[config.mk]
export PLATFORM = sky130hd
export DESIGN_NAME = reg_fault_supervisor
export DESIGN_NICKNAME = d
export VERILOG_FILES = /design/src/rtl/reg_fault_supervisor.sv
export SDC_FILE = /design/constraint.sdc
export NUM_CORES = 1
export LEC_CHECK = 0
export ABC_AREA = 1
export BUFFER_PORTS_ARGS = -buffer_cell sky130_fd_sc_hd__clkbuf_2
export CAP_MARGIN = 15
export CORE_MARGIN = 1
export CORE_UTILIZATION = 52
export CTS_CLUSTER_DIAMETER = 150
export DETAILED_ROUTE_END_ITERATION = 12
export PLACE_DENSITY_LB_ADDON = 0.05
export SLEW_MARGIN = 30
export SYNTH_ARGS = -nofsm -noshare
export SYNTH_HDL_FRONTEND = slang
export SYNTH_SLANG_ARGS = --single-unit
[constraint.sdc]
create_clock -name clk -period 3.55 [get_ports clk]
set_input_delay 0.71 -clock clk [delete_from_list [all_inputs] [get_ports clk]]
set_output_delay 0.71 -clock clk [all_outputs]
set_load 0.01 [all_outputs]
[src/rtl/reg_fault_supervisor.sv]
module reg_fault_supervisor #(
  parameter int TEMP_W       = 8,
  parameter int TRIP_CODE    = 150,
  parameter int CLEAR_CODE   = 130,
  parameter int OCP_CYCLES   = 700,
  parameter int RETRY_CYCLES = 3000000,
  parameter int SS_CYCLES    = 100000
) (
  input  logic              clk,
  input  logic              rst_n,
  input  logic              en,
  input  logic [TEMP_W-1:0] die_temp,
  input  logic              ilim,
  input  logic              uvlo,
  input  logic              vout_ok,
  input  logic              ss_done,
  output logic              sw_en,
  output logic              stage_hiz,
  output logic              dis_en,
  output logic              pgood
);
  localparam int TMAX = (RETRY_CYCLES > SS_CYCLES) ? RETRY_CYCLES : SS_CYCLES;
  localparam int TW   = $clog2(TMAX + 1);
  localparam int OW   = $clog2(OCP_CYCLES + 1);
  localparam logic [TEMP_W-1:0] TRIP_V  = TEMP_W'(TRIP_CODE);
  localparam logic [TEMP_W-1:0] CLEAR_V = TEMP_W'(CLEAR_CODE);
  localparam logic [TW-1:0] RETRY_END = TW'(RETRY_CYCLES - 1);
  localparam logic [TW-1:0] SS_END    = TW'(SS_CYCLES - 1);
  localparam logic [OW-1:0] OCP_END   = OW'(OCP_CYCLES - 1);

  typedef enum logic [1:0] {S_OFF, S_RAMP, S_ON, S_TRIP} st_t;

  st_t           st, nxt;
  logic [TW-1:0] tmr;
  logic [OW-1:0] ocp_cnt;
  logic          en_q, hot_q, pg_q;

  wire active   = (st == S_RAMP) || (st == S_ON);
  wire ot_trip  = die_temp > TRIP_V;
  wire cool     = die_temp <= CLEAR_V;
  wire ocp_hit  = ilim && (ocp_cnt == OCP_END);
  wire hard_flt = uvlo || ot_trip || ocp_hit;
  wire retry_ok = !uvlo && !ot_trip && !hot_q && (tmr == RETRY_END);

  always_comb begin
    nxt = st;
    unique case (st)
      S_OFF:  if (en && !en_q) nxt = S_RAMP;
      S_RAMP: begin
        if (!en)               nxt = S_OFF;
        else if (hard_flt)     nxt = S_TRIP;
        else if (ss_done)      nxt = vout_ok ? S_ON : S_TRIP;
        else if (tmr == SS_END) nxt = S_TRIP;
      end
      S_ON: begin
        if (!en)           nxt = S_OFF;
        else if (hard_flt) nxt = S_TRIP;
      end
      S_TRIP: begin
        if (!en)           nxt = S_OFF;
        else if (retry_ok) nxt = S_RAMP;
      end
      default: nxt = S_OFF;
    endcase
  end

  always_ff @(posedge clk) begin
    if (!rst_n) begin
      st      <= S_OFF;
      tmr     <= '0;
      ocp_cnt <= '0;
      en_q    <= 1'b0;
      hot_q   <= 1'b0;
      pg_q    <= 1'b0;
    end else begin
      st   <= nxt;
      en_q <= en;
      pg_q <= (nxt == S_ON);
      if (ot_trip)   hot_q <= 1'b1;
      else if (cool) hot_q <= 1'b0;
      ocp_cnt <= (active && ilim) ? ocp_cnt + 1'b1 : '0;
      if (nxt != st) tmr <= '0;
      else if (st == S_RAMP) tmr <= tmr + 1'b1;
      else if (st == S_TRIP) begin
        if (uvlo)                 tmr <= '0;
        else if (tmr != RETRY_END) tmr <= tmr + 1'b1;
      end else tmr <= '0;
    end
  end

  assign sw_en     = active;
  assign stage_hiz = (st == S_TRIP);
  assign dis_en    = (st == S_OFF);
  assign pgood     = pg_q;
endmodule

# --- After elaboration in Yosys (flattened, before gate mapping) ---
# Index checks and enable logic that the tools add are counted.
totals:
  reg_bits: 37
  in_bits: 15
  word_cells: 55
op_classes:
  addsub: 2
  n_lt_le_gt_ge: 2
  n_eq_ne: 10
  n_mux: 17
  bitwise: 1
  n_reduce_logical: 17
ops:
  columns: ["op", "count"]
  rows:
  - ["$mux 22", 4]
  - ["$add 22x1->22 const B", 1]
  - ["$eq 22x17->1 const B", 1]
  - ["$eq 22x22->1 const B", 1]
  - ["$ne 22x22->1 const B", 1]
  - ["$mux 2", 9]
  - ["$add 10x1->10 const B", 1]
  - ["$eq 10x10->1 const B", 1]
  - ["$gt 8x8->1 const B", 1]
  - ["$le 8x8->1 const B", 1]
  - ["$pmux 2 s4", 1]
  - ["$eq 2x2->1 const B", 3]
  - ["$logic_and 1x1->1", 6]
  - ["$logic_not 1->1", 4]
  - ["$ne 4x2->1 const B", 1]
  - ["$logic_or 1x1->1", 3]
  - ["$mux 1", 3]
  - ["$eq 2x1->1 const B", 1]
  - ["$logic_not 2->1", 1]
  - ["$ne 2x2->1", 1]
  - ["$reduce_and 2->1", 1]
  - ["$reduce_bool 2->1", 1]
  - ["$reduce_or 2->1", 1]
  - ["$not 1->1", 1]

# --- Logic depth before layout (Yosys ltp) ---
depth:
  depth_word: 10
  ltp_mapped: 16

# --- Worst setup path after synthesis ---
# Ideal clock, no wire load.
synth_path:
  kind: "input to register"
  startpoint: "input port die_temp[3]"
  endpoint: "register tmr[13]"
  t_arrival_ps: 1840
  required_time_ps: 3427
  slack_ps: 1587
  stages: 15
  cell_sequence: "inv_1 nand2_1 nor2_1 nand2_1 nand2_1 nand3_1 o21ai_0 nand3_1 nand2_2 nand2_2 nand2_2 nand2_2 nand3_2 buf_6 nor2_2"
synth_via:
  elab_chain_len: 10
synth_rtl:
  columns: ["item", "line_no", "text"]
  rows:
  - ["start: declaration", "12", "input logic [TEMP_W-1:0] die_temp,"]
  - ["$gt 8x8->1 (*)", "39", "wire ot_trip = die_temp > TRIP_V;"]
  - ["$logic_not 1->1", "43", "wire retry_ok = !uvlo && !ot_trip && !hot_q && (tmr == RETRY_END);"]
  - ["$logic_and 1x1->1 (3 in series)", "43", null]
  - ["$mux 2", "61", "else if (retry_ok) nxt = S_RAMP;"]
  - ["$mux 2", "60", "if (!en) nxt = S_OFF;"]
  - ["$pmux 2 s4 (*)", "47", "unique case (st)"]
  - ["$ne 2x2->1 (*)", "82", "if (nxt != st) tmr <= '0;"]
  - ["$reduce_or 2->1 (no source line) (*)", null, null]
  - ["end signal: assignment", "83", "else if (st == S_RAMP) tmr <= tmr + 1'b1;"]
  - ["end signal: assignment", "86", "else if (tmr != RETRY_END) tmr <= tmr + 1'b1;"]
  - ["end: declaration", "34", "logic [TW-1:0] tmr;"]
# Mark *: on every way between the ends. The rest lies on a longest branch, timed or not.
# A chain may end at the register's enable or synchronous reset.

# --- Worst setup path in the final report ---
layout_path:
  startpoint: "register tmr[1]"
  endpoint: "register tmr[21]"
layout_via:
  elab_chain_len: 8
layout_rtl:
  columns: ["item", "line_no", "text"]
  rows:
  - ["$eq 22x17->1", "53", "else if (tmr == SS_END) nxt = S_TRIP;"]
  - ["$mux 2", "53", null]
  - ["$mux 2", "52", "else if (ss_done) nxt = vout_ok ? S_ON : S_TRIP;"]
  - ["$mux 2", "51", "else if (hard_flt) nxt = S_TRIP;"]
  - ["$mux 2", "50", "if (!en) nxt = S_OFF;"]
  - ["$pmux 2 s4", "47", null]
  - ["$ne 2x2->1", "82", null]
  - ["$reduce_or 2->1 (no source line)", null, null]
# Several ways; a longest one is shown, not always the timed one. The select of a mux whose other input is x is not followed.

==> metrics.yaml <==
post-place-ws_ns: 0.9198
status: "finished, final reports clean"
crit_arrival_ns: 2.74
drt-wirelength-per-cell_um: 11.26
cts_root_buf: "clkbuf_8"
place_congestion: 0.8498
postLayoutCellArea_um2: 2477
ys_seq_area_share_pct: 32.58
worstSetupPathType: "reg -> reg"
reg2reg_from: "tmr[1]"
instances_no_fill: 417
num_vias: 2086
yosysUniqueCellTypes: 32
clk_latency_ns: 0.28
area_delta_synth_final_pct: 8.971
netlist_area_um2: 2273
powerDensity_nw_per_um2: 315.2
postSynthAreaPerCell_um2: 6.590
clk_path_buf_depth: 2
nets: 387
holdPathEnd: "ocp_cnt[0]"
slew_headroom_pct: 55.06
met1_usage_pct: 26.53
cp_max_fo: 20
fill_cells: 415
dr.pass1.iters: 4
r2r_end: "tmr[21]"
synth.area.top_cells: "dfxtp_1 33%, nand2_1 12%, nor2_1 7.6%"
grt_pass1_wl_um: 7679
top_usage_layer: "met2"
hold_class: "reg -> reg"
cp-start-kind: "register"
cts-resized-gates: 0
synth_top_area_share_pct: 32.58
max_freq_mhz: 393.3
setup_viol: 0
r2r_setup_slack_ns: 1.01
ff2ff_path_depth: 13
seqCellArea_um2: 740.7
die_w_um: 68.12
min_path_cells: 1
layout_setup_ws_ns: 1.007
synth_seq_cells: 37
vias_per_cell: 5.002
multi_input_area_um2: 1310
ys_warn_count: 0
htree_levels: 2
detail-route-antenna-nets: 0
hold_violations: 0
clk_pin_slew_worst_paths_ns: 0.07
wl_um: 4694
tightest_slew_ns: 0.6733
dp_cells: 409
worst_ep_required_time_ns: 3.75
portBuffers: 18
groute.usage.overall_pct: 21.98
hold_buffers: 0
syn_inst: 345
maxSlewViolCount: 0
dp_hpwl_um: 3722
gr-usage-met3_pct: 4.500
n_antenna_cell: 0
drt_iter0_markers: 103
use_met2_pct: 39.83
rsz0062_at_grt: "false"
skew_ns: 0.004606
cts_made_buffers: 5
initial_utilization_pct: 55.63
grt_max_degree: 21
clkSinkCount: 37
synth_area_leader_cell: "dfxtp_1"
overflow: 0
final_layout_size_suffix_gt1_share_pct: 18.53
max_cap_violations: 0
ios: 19
antenna_found_initial: 0
postCtsSetupBuffers: 0
synth.net_count: 366
die_h_um: 68.12
drc: 0
min_period_ns: 2.543
power_leakage_nw: 1.003
end_kind: "register"
finalPower_mw: 0.7808
period_share_pct: 71.63
whs_ns: 0.4643
rows: 23
core_area_um2: 4086
cts_tree: "yes"
fin_util_pct: 60.62
min_from: "ocp_cnt[0]"
first_global_vias: 1852
peakVddDrop_v: 0.0002594
place_area_um2: 2395
setup-tns-final_ns: 0
dieArea_um2: 4640
## per-layer routing
layer,vias to the layer above,routed length (um)
met5,-,0
met3,4,166
met2,31,2224
li1,1134,-
met4,0,26
met1,917,2276
## how the worst max path moves through the flow
| stage | to | slack, ns | from |
|---|---|---|---|
| after floorplan | tmr[13] | 1.59 | die_temp[3] |
| after detailed placement | tmr[11] | 0.92 | die_temp[3] |
| after CTS | tmr[17] | 0.99 | tmr[1] |
| after global routing | tmr[13] | 0.82 | tmr[1] |
| after global placement | tmr[17] | 0.97 | die_temp[3] |
| final | tmr[21] | 1.01 | tmr[1] |
## area by class of cell
class	instances	area share [%]
multi-input combinational	253	52.88
clock buffer	6	2.929
timing repair buffer	18	3.636
sequential	37	29.90
tap	50	2.525
clock inverter	2	0.4040
inverter	51	7.727
## where the power goes
| part | switching, mW | internal [mW] | total, mW |
|---|---|---|---|
| Combinational | 0.0491 | 0.0278 | 0.0769 |
| Clock | 0.144 | 0.136 | 0.280 |
| Sequential | 0.00445 | 0.419 | 0.424 |
| Total | 0.197 | 0.583 | 0.781 |
## Yosys cell counts (all sizes together)
| library cell | number |
|---|---|
| nor3b | 1 |
| nor4 | 2 |
| o32ai | 1 |
| xor2 | 7 |
| xnor2 | 2 |
| nand2 | 82 |
| a31oi | 1 |
| or2 | 1 |
| ha | 6 |
| clkbuf | 1 |
| o21a | 1 |
| o211ai | 2 |
| nand4 | 7 |
| mux2i | 1 |
| dfxtp | 37 |
| o22ai | 1 |
| a21oi | 10 |
| o21bai | 1 |
| buf | 3 |
| o21ai | 12 |
| nand3 | 32 |
| nor2 | 71 |
| nor3 | 12 |
| inv | 51 |
## cells in the final DEF (no fill, tap or decap), types with 7 or more instances in the layout
master,netlist,final
xor2_1,7,7
o21ai_0,12,12
inv_1,45,45
nand3_1,29,29
a21oi_1,10,10
nor2_1,46,46
nand2_1,75,75
nor2_2,22,22
nor3_1,11,11
dfxtp_1,37,37
clkbuf_2,0,18
nand4_1,7,7
## cells by family (layout without fill, tap and decap cells)
family / count (synthesis) / count (layout) / synth area share, %
AO/OA/AOI/OAI: 29 / 29 / 7.100
XOR/XNOR: 9 / 9 / 3.467
adder cells (fa/ha/maj): 6 / 6 / 3.302
buffers and inverters: 55 / 77 / 9.796
flip-flops: 37 / 37 / 32.58
multiplexers: 1 / 1 / 0.4403
AND/OR/NAND/NOR: 208 / 208 / 43.31
## worst max-delay path, stage by stage, from the launching register on
cell      delay (ns)
dfxtp_1         0.36
ha_1            0.28
nand2_2         0.10
nor2_4          0.13
nand2_4         0.10
nor2_2          0.09
nand3_1         0.12
o21bai_1        0.18
nand3_1         0.12
nand3_1         0.11
nand2_1         0.06
inv_1           0.06
nand3_2         0.52
nor2_2          0.24
## state kept, by name, indices dropped and copies added (netlist names)
register  cells
en_q          1
hot_q         1
ocp_cnt      10
pgood         1
st            2
tmr          22
No activity file was read; power rests on OpenSTA's default activity.
